===== config.mk =====
export PLATFORM = sky130hd
export DESIGN_NAME = mdio_master
export DESIGN_NICKNAME = d
export VERILOG_FILES = /design/src/rtl/mdio_pkg.sv /design/src/rtl/mdio_clkdiv.sv /design/src/rtl/mdio_rx_capture.sv /design/src/rtl/mdio_master.sv
export SDC_FILE = /design/constraint.sdc
export NUM_CORES = 1
export LEC_CHECK = 0
export BUFFER_PORTS_ARGS = -buffer_cell sky130_fd_sc_hd__buf_2
export CAP_MARGIN = 20
export CORE_UTILIZATION = 50
export CTS_CLUSTER_SIZE = 20
export DETAILED_ROUTE_END_ITERATION = 8
export MAX_ROUTING_LAYER = met4
export PLACE_DENSITY = 0.75
export SLEW_MARGIN = 20
export SYNTH_ARGS = -nofsm -noshare
export SYNTH_HDL_FRONTEND = slang
export SYNTH_HIERARCHICAL = 1
export SYNTH_SLANG_ARGS = --single-unit

===== constraint.sdc =====
create_clock -name clk -period 6.55 [get_ports clk]
set_input_delay 0.655 -clock clk [delete_from_list [all_inputs] [get_ports clk]]
set_output_delay 0.655 -clock clk [all_outputs]
set_load 0.005 [all_outputs]

===== src/rtl/mdio_pkg.sv =====
package mdio_pkg;
  typedef enum logic [2:0] {
    ST_IDLE,
    ST_PRE,
    ST_HDR,
    ST_RX,
    ST_TAIL
  } mdio_state_t;

  localparam int FRAME_W     = 32;
  localparam int RD_HDR_BITS = 14;
  localparam int RD_RSP_BITS = 19;
  localparam int WR_END_BITS = 2;
endpackage


===== src/rtl/mdio_clkdiv.sv =====
module mdio_clkdiv #(
  parameter int HALF = 10
) (
  input  logic clk,
  input  logic rst,
  input  logic run,
  output logic tick
);
  localparam int CW = (HALF > 1) ? $clog2(HALF) : 1;
  localparam logic [CW-1:0] LAST = CW'(HALF - 1);

  logic [CW-1:0] cnt;

  always_ff @(posedge clk) begin
    if (rst || !run) cnt <= '0;
    else if (cnt == LAST) cnt <= '0;
    else cnt <= cnt + 1'b1;
  end

  assign tick = run && (cnt == LAST);
endmodule


===== src/rtl/mdio_rx_capture.sv =====
module mdio_rx_capture #(
  parameter int W = 19
) (
  input  logic         clk,
  input  logic         rst,
  input  logic         clr,
  input  logic         sample,
  input  logic         din,
  output logic [W-1:0] bits
);
  always_ff @(posedge clk) begin
    if (rst || clr) bits <= '0;
    else if (sample) bits <= {bits[W-2:0], din};
  end
endmodule


===== src/rtl/mdio_master.sv =====
module mdio_master
  import mdio_pkg::*;
#(
  parameter int MDC_HALF = 10,
  parameter int PRE_LEN  = 32
) (
  input  logic        clk,
  input  logic        rst,
  input  logic        pre_en,
  input  logic        start,
  input  logic        rd_wr,
  input  logic [4:0]  phy_addr,
  input  logic [4:0]  reg_addr,
  input  logic [15:0] wdata,
  output logic [15:0] rdata,
  output logic        done,
  output logic        busy,
  output logic        mdc,
  output logic        mdio_o,
  output logic        mdio_oe,
  input  logic        mdio_i
);
  localparam int MAXB = (PRE_LEN > FRAME_W) ? PRE_LEN : FRAME_W;
  localparam int BCW  = $clog2(MAXB + 1);

  mdio_state_t        state;
  logic [FRAME_W-1:0] sh;
  logic [BCW-1:0]     bcnt;
  logic               is_rd;
  logic               phase;
  logic               tick;
  logic               accept;
  logic               rx_sample;
  logic [RD_RSP_BITS-1:0] cap;

  assign accept    = (state == ST_IDLE) && start;
  assign rx_sample = (state == ST_RX) && tick && !phase;

  mdio_clkdiv #(.HALF(MDC_HALF)) u_div (
    .clk (clk),
    .rst (rst),
    .run (busy),
    .tick(tick)
  );

  mdio_rx_capture #(.W(RD_RSP_BITS)) u_cap (
    .clk   (clk),
    .rst   (rst),
    .clr   (accept),
    .sample(rx_sample),
    .din   (mdio_i),
    .bits  (cap)
  );

  always_ff @(posedge clk) begin
    if (rst) begin
      state   <= ST_IDLE;
      sh      <= '0;
      bcnt    <= '0;
      is_rd   <= 1'b0;
      phase   <= 1'b0;
      busy    <= 1'b0;
      done    <= 1'b0;
      mdc     <= 1'b0;
      mdio_o  <= 1'b0;
      mdio_oe <= 1'b0;
      rdata   <= '0;
    end else begin
      done <= 1'b0;
      if (state == ST_IDLE) begin
        if (start) begin
          busy    <= 1'b1;
          is_rd   <= rd_wr;
          phase   <= 1'b0;
          mdc     <= 1'b0;
          mdio_oe <= 1'b1;
          sh <= rd_wr ? {2'b01, 2'b10, phy_addr, reg_addr, 18'd0}
                      : {2'b01, 2'b01, phy_addr, reg_addr, 2'b10, wdata};
          if (pre_en) begin
            state  <= ST_PRE;
            bcnt   <= BCW'(PRE_LEN);
            mdio_o <= 1'b1;
          end else begin
            state  <= ST_HDR;
            bcnt   <= rd_wr ? BCW'(RD_HDR_BITS) : BCW'(FRAME_W);
            mdio_o <= 1'b0;
          end
        end
      end else if (tick) begin
        if (!phase) begin
          phase <= 1'b1;
          mdc   <= 1'b1;
        end else begin
          phase <= 1'b0;
          mdc   <= 1'b0;
          if (bcnt == BCW'(1)) begin
            case (state)
              ST_PRE: begin
                state  <= ST_HDR;
                bcnt   <= is_rd ? BCW'(RD_HDR_BITS) : BCW'(FRAME_W);
                mdio_o <= sh[FRAME_W-1];
              end
              ST_HDR: begin
                state   <= is_rd ? ST_RX : ST_TAIL;
                bcnt    <= is_rd ? BCW'(RD_RSP_BITS) : BCW'(WR_END_BITS);
                mdio_oe <= 1'b0;
                mdio_o  <= 1'b0;
              end
              default: begin
                state <= ST_IDLE;
                busy  <= 1'b0;
                done  <= 1'b1;
                if (state == ST_RX)
                  rdata <= cap[RD_RSP_BITS-2] ? 16'hFFFF : cap[16:1];
              end
            endcase
          end else begin
            bcnt <= bcnt - 1'b1;
            if (state == ST_HDR) begin
              sh     <= sh << 1;
              mdio_o <= sh[FRAME_W-2];
            end
          end
        end
      end
    end
  end
endmodule


==> results of run 1 <==
-- tightest hold or removal path, delay by kind of cell, from the launching register on --
| kind | cells | cell delay, ns |
|---|---|---|
| AOI/OAI and AO/OA | 1 | 0.07 |
| buffers and inverters | 1 | 0.04 |
| DFF | 1 | 0.31 |
-- area by class of cell --
cell class | instances | area share [%]
repair buffers | 58 | 7.114
clock inverters | 7 | 2.419
multi-input cells | 316 | 44.56
inverters | 12 | 1.037
flip-flops and latches | 85 | 39.17
clock buffers | 9 | 2.851
well taps | 99 | 2.851
-- flip-flops by register name, indices dropped and copies added (netlist names) --
name and count:
bcnt 6, busy 1, done 1, is_rd 1
mdio_o 1, mdio_oe 1, phase 1, rdata 16
sh 32, state 3, u_cap/bits 18, u_div/cnt 4
-- routing by layer --
layer | vias up | global-route usage (%) | wire length [µm]
met5 | - | - | 0
met1 | 1586 | 30.34 | 3983
met2 | 103 | 30.45 | 3814
met3 | 7 | 3.638 | 457
met4 | 0 | 7.787 | 105
li1 | 1699 | - | -
-- worst paths after layout --
check / endpoint / startpoint / cells after the start / slack [ns]
min reg2reg: sh[30]$_SDFFE_PP0P_ / sh[29]$_SDFFE_PP0P_ / 2 / 0.47
max: sh[27]$_SDFFE_PP0P_ / u_div/cnt[0]$_SDFF_PP0_ / 8 / 3.36
max reg2reg: sh[27]$_SDFFE_PP0P_ / u_div/cnt[0]$_SDFF_PP0_ / 8 / 3.36
min: sh[30]$_SDFFE_PP0P_ / sh[29]$_SDFFE_PP0P_ / 2 / 0.47
-- power groups by stage --
stage	sequential (µW)	clock, µW	combinational (µW)
floorplan	622	0	331
global placement	637	0	390
detailed placement	639	0	398
CTS	628	430	400
global route	637	456	450
finish	630	425	404
-- metrics by stage --
| stage | cell area (µm²) | cells |
|---|---|---|
| floorplan | 3856 | 452 |
| global placement | 4099 | 569 |
| detailed placement | 4099 | 569 |
| CTS | 4328 | 585 |
| global route | 4344 | 586 |
| finish | 4344 | 586 |
==> summary.txt, run 1 <==
Finish
  – Antenna diodes: 0
  – Share of layout cells above drive strength 1: 17.25%
  – Fillcell total: 667
  – Seq. cell area: 1702 µm²
  – Most frequent cells in the layout: dfxtp_1, nor2_1, a21oi_1
  – Final Util: 58.95%
  – Area Overhead vs Synth: 12.65%
  – Multi-input gate area: 1936 µm²
  – Most common cell after layout, fill and taps aside: dfxtp_1
  – Nets@finish: 518

Detailed routing
  – DRC errors left: 0
  – Wire length per cell: 14.27 µm
  – DRT Pass-1 Iters: 4
  – Routed WL: 8.360 mm
  – Post-DRT Antenna Nets: 0
  – Vias/cell: 5.794
  – First-iteration detailed-routing DRC count: 242
  – Total number of vias: 3395

Global routing
  – Vias in the first global route: 2892
  – Largest net degree at the start of global routing: 68
  – Remaining global-route overflow: 0
  – First-pass GRT wire length: 13.86 mm
  – Antenna violations before repair: 0
  – Total Routing Usage GR: 21.37%

Critical path
  – CP delay by family, top: simple AND/OR/NAND/NOR gates
  – Kind of critical path: flip-flop to flip-flop
  – WP data required: 6.76 ns
  – Slowest CP cell: nor2_1
  – Nature of the critical path startpoint: flip-flop
  – Arr. time, crit path: 3.40 ns
  – Worst-path fanout max: 14
  – Crit-path cells: ha_1 -> nand2_1 -> nor3b_1 -> nand3_1 -> a211o_1 -> nor2_1 -> buf_4 -> a311oi_1
  – WP buf/inv: 1
  – Setup crit end kind: flip-flop
  – Critical path's largest stage delay: 0.74 ns

Place
  – RePlAce Congestion: 0.8502
  – Pre-CTS setup slack: 3.495 ns
  – Post-DP HPWL: 5.236 mm
  – Port buffer count: 52

Power
  – Sw Share: 35.18%
  – P_int: 945.6 µW
  – Final total power: 1459 µW
  – Sequential Power Share: 43.2%
  – Cell leakage power: 0.001537 µW
  – Worst vdd ir: 146.8 µV
  – Pwr/cell area: 335.8 nW/µm²
  – Clk pwr share: 29.1%
  – Combinational power share: 27.7%
  – Sw Pwr: 513.2 µW

Logic synthesis
  – Post-Synthesis Cells: 452
  – Syn Nets: 488
  – Syn_area_per_cell: 8.531 µm²
  – Warnings, synthesis: 6
  – Cell Area, Synth: 3856 µm²

STA
  – Setup Skew: 0.007572 ns
  – Endpoints failing hold: 0
  – Setup TNS: 0 ns
  – # setup viols final: 0
  – Final worst setup slack: 3.357 ns
  – Setup repair after global routing missed its margin: false
  – Least-Margin Pin Slew: 1.061 ns
  – Final Cycle Share: 48.74%
  – Post-layout minimum cycle time: 3.193 ns
  – Final Max Slew Viols: 0
  – Max Clk Rate: 0.3132 GHz
  – Slew margin rel.: 28.37%
  – Hold slack: 0.4659 ns

Clock tree
  – # clock sinks: 85
  – Postcts setup bufs: 0
  – CTS Root Cell: clkbuf_8
  – H-Tree Depth: 3
  – Worst-path clk slew: 0.09 ns
  – Hold_buf cts: 0
  – TritonCTS clock tree: built
  – Insertion delay to the later sink of the worst-skew pair: 0.36 ns
  – Num CTS Buffers: 9
  – Max Root-Sink Buffers: 2
  – CTS resizes: 0

Status
  – Status: finished clean

Die
  – Die area: 8068 µm²
  – Die Ht: 89.82 µm
  – Die X-Extent: 89.82 µm
  – FP Rows: 31
  – I/O pins: 53
  – Initial Util: 52.33%
  – Core ar.: 7370 µm²

Job
  – Max-cap violation count: 0

Worst hold path
  – Worst Hold Class: flip-flop to flip-flop
Note: power is estimated with default switching activity, not from simulation.
==> inputs of run 2 (changes only) <==
Settings changed: PLACE_DENSITY 0.75 to 0.78.
Clock period 6.55 ns to 2.6 ns, I/O delays scaled along.
==> run 2 against run 1 <==
Net effect: total power increased by 150%; worst setup slack got worse by 3.1 ns; non-clock buffer count increased by 13; largest cell class unchanged; highest routed layer unchanged.
==> summary.txt, run 2 (synthesis gave the netlist of run 1 again) <==
Clock tree
  – Insertion delay to the later sink of the worst-skew pair: 0.36 ns (about the same)
  – CTS resizes: 0 (unchanged)
  – Hold_buf cts: 0 (unchanged)
  – Worst-path clk slew: 0.09 ns (about the same)
  – Max Root-Sink Buffers: 2 (unchanged)
  – Num CTS Buffers: 9 (unchanged)
  – # clock sinks: 85 (unchanged)
  – H-Tree Depth: 3 (unchanged)
  – CTS Root Cell: clkbuf_8
  – TritonCTS clock tree: built
  – Postcts setup bufs: 0 (unchanged)

Die
  – Die X-Extent: 89.82 µm (unchanged)
  – Core ar.: 7370 µm² (unchanged)
  – Die area: 8068 µm² (unchanged)
  – I/O pins: 53 (unchanged)
  – Initial Util: 52.33% (unchanged)
  – Die Ht: 89.82 µm (unchanged)
  – FP Rows: 31 (unchanged)

Finish
  – Share of layout cells above drive strength 1: 19.20% (+2.0 points)
  – Nets@finish: 531 (+2.5%)
  – Most frequent cells in the layout: dfxtp_1, nor2_1, a21oi_1
  – Seq. cell area: 1702 µm² (unchanged)
  – Largest regs: sh: 32 flops, u_cap/bits: 18 flops, rdata: 16 flops
  – Largest register FFs: 32 (unchanged)
  – Reg with most FFs: sh
  – Most common cell after layout, fill and taps aside: dfxtp_1
  – Antenna diodes: 0 (unchanged)
  – Area Overhead vs Synth: 13.89%
  – Finished Layout Cells: 599 (+2.2%)
  – Multi-input gate area: 1931 µm² (-0.26%)
  – Fillcell total: 675 (+1.2%)

STA
  – Least-Margin Pin Slew: 0.8361 ns (-0.2249 ns)
  – Setup repair after global routing missed its margin: false
  – Setup Skew: 0.009005 ns (+0.001433 ns)
  – Slew margin rel.: 43.55% (+15 points)
  – Setup TNS: 0 ns (unchanged)
  – # setup viols final: 0 (unchanged)
  – Max Clk Rate: 0.4290 GHz (+37%)
  – Final worst setup slack: 0.2692 ns (-3.088 ns)
  – Post-layout minimum cycle time: 2.331 ns (-0.8620 ns)
  – Final Cycle Share: 89.65% (+41 points)
  – Endpoints failing hold: 0 (unchanged)
  – Hold slack: 0.1447 ns (-0.3212 ns)
  – Final Max Slew Viols: 0 (unchanged)

Critical path
  – Kind of critical path: flip-flop to flip-flop
  – WP data required: 2.89 ns (-3.87 ns)
  – Arr. time, crit path: 2.62 ns (-0.78 ns)
  – Worst-path fanout max: 9 (-5)
  – R2r endpoint: state[2]$_SDFFE_PP0P_
  – RR Startpoint: u_div/cnt[0]$_SDFF_PP0_
  – Crit path capture: state[2]$_SDFFE_PP0P_
  – Nature of the critical path startpoint: flip-flop
  – R2R Setup Slk: 0.27 ns (-3.09 ns)
  – Path depth of the worst reg2reg path: 8 (unchanged)
  – Setup crit end kind: flip-flop
  – Crit path from: u_div/cnt[0]$_SDFF_PP0_

Detailed routing
  – Routed WL: 8.761 mm (+4.8%)
  – DRC errors left: 0 (unchanged)
  – Total number of vias: 3411 (+0.47%)
  – Post-DRT Antenna Nets: 0 (unchanged)
  – First-iteration detailed-routing DRC count: 247 (+2.1%)
  – Vias/cell: 5.694 (-1.7%)
  – Wire length per cell: 14.63 µm (+2.5%)
  – DRT Pass-1 Iters: 4 (unchanged)

Global routing
  – Largest net degree at the start of global routing: 46 (-32%)
  – Vias in the first global route: 3144 (+8.7%)
  – First-pass GRT wire length: 14.37 mm (+3.7%)
  – Remaining global-route overflow: 0 (unchanged)
  – Total Routing Usage GR: 22.27% (+0.89 points)
  – Antenna violations before repair: 0 (unchanged)

Place
  – Port buffer count: 52 (unchanged)
  – RePlAce Congestion: 0.9361 (+10%)
  – Placed insts: 583 (+2.5%)
  – Post-DP HPWL: 5.807 mm (+11%)
  – Pre-CTS setup slack: 0.3113 ns (-3.184 ns)

Power
  – Worst vdd ir: 496.1 µV (+240%)
  – Final total power: 3593 µW (+150%)
  – Cell leakage power: 0.001585 µW (+3.1%)
  – Pwr/cell area: 818.1 nW/µm² (+140%)

Status
  – Status: finished clean

Worst hold path
  – Worst Hold Class: input pin to flip-flop

Job
  – Max-cap violation count: 0 (unchanged)
-- run 2: layer usage --
layer / track usage [%] / vias up / part of all wire, %
met5: - / - / 0
met4: 9.836 / 0 / 1.5
met3: 3.976 / 11 / 4.4
met2: 34.68 / 81 / 47
met1: 28.34 / 1604 / 47
li1: - / 1715 / -
-- run 2: final cells by class --
type / instances / share of cell area (%)
multi-input combinational: 316 / 43.96
clock buffer: 9 / 2.821
tap: 99 / 2.821
inverter: 12 / 1.026
clock inverter: 7 / 1.453
sequential: 85 / 38.75
timing repair buffer: 71 / 9.174
-- run 2: worst min-delay path by stage --
stage	from	to	depth (start not counted)	slack, ns
final	mdio_i	u_cap/bits[0]$_SDFFE_PP0P_	3	0.14
after global routing	reg_addr[1]	sh[19]$_SDFFE_PP0P_	3	0.16
after CTS	mdio_i	u_cap/bits[0]$_SDFFE_PP0P_	3	0.12
after floorplan	mdio_i	u_cap/bits[0]$_SDFFE_PP0P_	2	0.41
after detailed placement	sh[29]$_SDFFE_PP0P_	sh[30]$_SDFFE_PP0P_	2	0.46
after global placement	sh[29]$_SDFFE_PP0P_	sh[30]$_SDFFE_PP0P_	2	0.46
-- run 2: where the power goes --
| group | switching, µW | internal, µW | leakage (µW) | total (µW) |
|---|---|---|---|---|
| Clock | 538 | 372 | 0.0000960 | 910 |
| Sequential | 114 | 1460 | 0.000693 | 1580 |
| Combinational | 679 | 427 | 0.000796 | 1110 |
-- run 2: critical path, stage by stage (launching register included) --
cell and delay, ns:
dfxtp_1 0.40, ha_1 0.16, nand2_1 0.07, nor3b_1 0.20, buf_4 0.16, o311ai_0 0.27, and2_1 0.36, or4_1 0.49
a21oi_1 0.14
-- run 2: per-stage QoR --
stage	cell area, µm²	utilization [%]
after global routing	4392	59.59
final	4392	59.59
after floorplan	3856	-
after CTS	4392	59.59
after global placement	4204	57.05
after detailed placement	4204	57.05
==> inputs of run 3 (changes only) <==
Settings changed: PLACE_DENSITY 0.78 to not set, PLACE_DENSITY_LB_ADDON set to 0.25, SETUP_SLACK_MARGIN set to 0.5.
==> run 3 against run 2 <==
Net effect: cell area is 10% higher; utilization grew 6.2 points; maximum frequency grew 11%.
==> summary.txt, run 3 (synthesis gave the netlist of run 1 again) <==
STA
  – Setup Skew: 0.01042 ns (+0.001420 ns)
  – Final Cycle Share: 80.97% (-8.7 points)
  – Post-layout minimum cycle time: 2.105 ns (-0.2256 ns)
  – Setup TNS: 0 ns (unchanged)
  – Endpoints failing hold: 0 (unchanged)
  – Hold slack: 0.1328 ns (-0.01190 ns)
  – Slew margin rel.: 56.76% (+13 points)
  – Least-Margin Pin Slew: 0.6485 ns (-0.1876 ns)
  – Max Clk Rate: 0.4750 GHz (+11%)
  – Final Max Slew Viols: 0 (unchanged)
  – Setup repair after global routing missed its margin: true
  – # setup viols final: 0 (unchanged)

Detailed routing
  – DR top layer: met4
  – WL met3: 607 µm (+59%)
  – First-iteration detailed-routing DRC count: 410 (+66%)
  – Wire length per cell: 16.52 µm (+13%)
  – Total number of vias: 3666 (+7.5%)
  – DRT Pass-1 Iters: 6 (+2)
  – Routed WL: 10.21 mm (+17%)
  – DRC errors left: 0 (unchanged)
  – Vias/cell: 5.932 (+4.2%)
  – WL met1: 4.473 mm (+9.2%)
  – Met2 WL post-DR: 4.973 mm (+20%)
  – Post-DRT Antenna Nets: 0 (unchanged)

Worst hold path
  – Worst Hold Class: input pin to flip-flop
  – Hold Path Depth: 3 (unchanged)

Finish
  – Largest register FFs: 32 (unchanged)
  – Share of layout cells above drive strength 1: 28.71% (+9.5 points)
  – Most frequent cells in the layout: dfxtp_1, a21oi_1, nor2_1
  – Area Overhead vs Synth: 25.79%
  – Largest regs: sh: 32 flops, u_cap/bits: 18 flops, rdata: 16 flops
  – Nets@finish: 550 (+3.6%)
  – Antenna diodes: 0 (unchanged)
  – Final Util: 65.82% (+6.2 points)
  – Most common cell after layout, fill and taps aside: dfxtp_1
  – Reg with most FFs: sh

Critical path
  – Nature of the critical path startpoint: flip-flop
  – CP delay by family, top: simple AND/OR/NAND/NOR gates
  – Crit-path cells: inv_2 -> ha_4 -> nand2_4 -> nor3b_4 -> nand4b_1 -> nor4_4 -> buf_4 -> buf_8 -> nor2_1 -> a211oi_1
  – Setup crit end kind: flip-flop
  – WP buf/inv: 3 (+2)
  – Kind of critical path: flip-flop to flip-flop
  – Arr. time, crit path: 2.37 ns (-0.25 ns)
  – Slowest CP cell: nor4_4
  – Critical path's largest stage delay: 0.37 ns (-0.12 ns)
  – Path depth of the worst reg2reg path: 10 (+2)
  – Worst-path fanout max: 8 (-1)
  – Critical path depth: 10 (+2)
  – WP data required: 2.86 ns (-0.03 ns)

Job
  – Max-cap violation count: 0 (unchanged)

Die
  – Core ar.: 7370 µm² (unchanged)
  – I/O pins: 53 (unchanged)
  – Die X-Extent: 89.82 µm (unchanged)
  – Die Ht: 89.82 µm (unchanged)
  – Die area: 8068 µm² (unchanged)
  – Initial Util: 52.33% (unchanged)
  – FP Rows: 31 (unchanged)

Clock tree
  – TritonCTS clock tree: built
  – # clock sinks: 85 (unchanged)
  – Insertion delay to the later sink of the worst-skew pair: 0.36 ns (about the same)
  – Worst-path clk slew: 0.09 ns (about the same)
  – H-Tree Depth: 3 (unchanged)
  – Num CTS Buffers: 9 (unchanged)
  – CTS Root Cell: clkbuf_8
  – Hold_buf cts: 0 (unchanged)
  – Max Root-Sink Buffers: 2 (unchanged)

Global routing
  – Largest net degree at the start of global routing: 34 (-26%)
  – Antenna violations before repair: 0 (unchanged)
  – First-pass GRT wire length: 15.70 mm (+9.3%)
  – Total Routing Usage GR: 24.50% (+2.2 points)
  – Vias in the first global route: 3272 (+4.1%)
  – Remaining global-route overflow: 0 (unchanged)

Status
  – Status: finished clean

Place
  – Post-DP HPWL: 5.840 mm (+0.55%)
  – RePlAce Congestion: 0.9401 (+0.43%)
  – Port buffer count: 52 (unchanged)

Power
  – Cell leakage power: 0.001781 µW (+12%)
  – Worst vdd ir: 381.2 µV (-23%)
  – Pwr/cell area: 778.9 nW/µm² (-4.8%)
run 3: changes by cell type in the layout (fill, tap and decap cells not counted), moves of 3 or more:
| cell | previous run | this run |
|---|---|---|
| a211oi_1 | 36 | 22 |
| a211oi_2 | 0 | 14 |
| buf_4 | 19 | 27 |
| nor2_1 | 62 | 55 |
| nor2_4 | 0 | 6 |
| buf_12 | 0 | 4 |
| buf_6 | 0 | 3 |
| inv_8 | 3 | 0 |
run 3: final timing paths:
kind | from | end | slack [ns]
worst max-delay path | u_div/cnt[1]$_SDFF_PP0_ | rdata[0]$_SDFFE_PP0P_ | 0.49
worst min-delay path | mdio_i | u_cap/bits[0]$_SDFFE_PP0P_ | 0.13
worst max register to register | u_div/cnt[1]$_SDFF_PP0_ | rdata[0]$_SDFFE_PP0P_ | 0.49
worst min register to register | sh[29]$_SDFFE_PP0P_ | sh[30]$_SDFFE_PP0P_ | 0.47
run 3: worst min-delay path: stages:
cell and delay (ns):
buf_2 0.07, mux2i_1 0.05, nor2_1 0.07
run 3: routing by layer:
metal / track usage (%) / vias to the layer above
met5: - / -
met4: 7.787 / 0
met3: 4.822 / 22
met2: 39.36 / 145
met1: 31.08 / 1742
li1: - / 1757
run 3: cell type report:
cell class / count / area [µm²]
sequential: 85 / 1704
timing repair buffer: 90 / 649.4
fill: 623 / 2519
clock buffer: 11 / 141.4
inverter: 12 / 45.04
multi-input combinational: 316 / 2130
clock inverter: 5 / 57.56
tap: 99 / 123.9
run 3: power breakdown:
| part | leakage [µW] | total (µW) | internal, µW | switching, µW |
|---|---|---|---|---|
| clock network | 0.000104 | 964 | 473 | 491 |
| logic | 0.000984 | 1240 | 506 | 735 |
| registers | 0.000694 | 1570 | 1460 | 111 |
| total | 0.00178 | 3780 | 2440 | 1340 |
run 3: metrics by stage:
stage	total power, µW	worst slack [ns]	cell area (µm²)	cells
final	3779	0.4948	4851	618
after detailed placement	2694	0.3113	4212	583
after CTS	3640	0.5146	4573	610
after floorplan	2403	0.5039	3864	452
after global routing	3994	0.4128	4851	618
after global placement	2675	0.4005	4212	583
run 3: repair_timing:
action	in CTS	in global routing
cloned	3	2
setup endpoints to repair	56	73
gates resized for setup	16	49
setup buffers	8	6
endpoints found under the hold margin	0	0
pin swaps	5	21
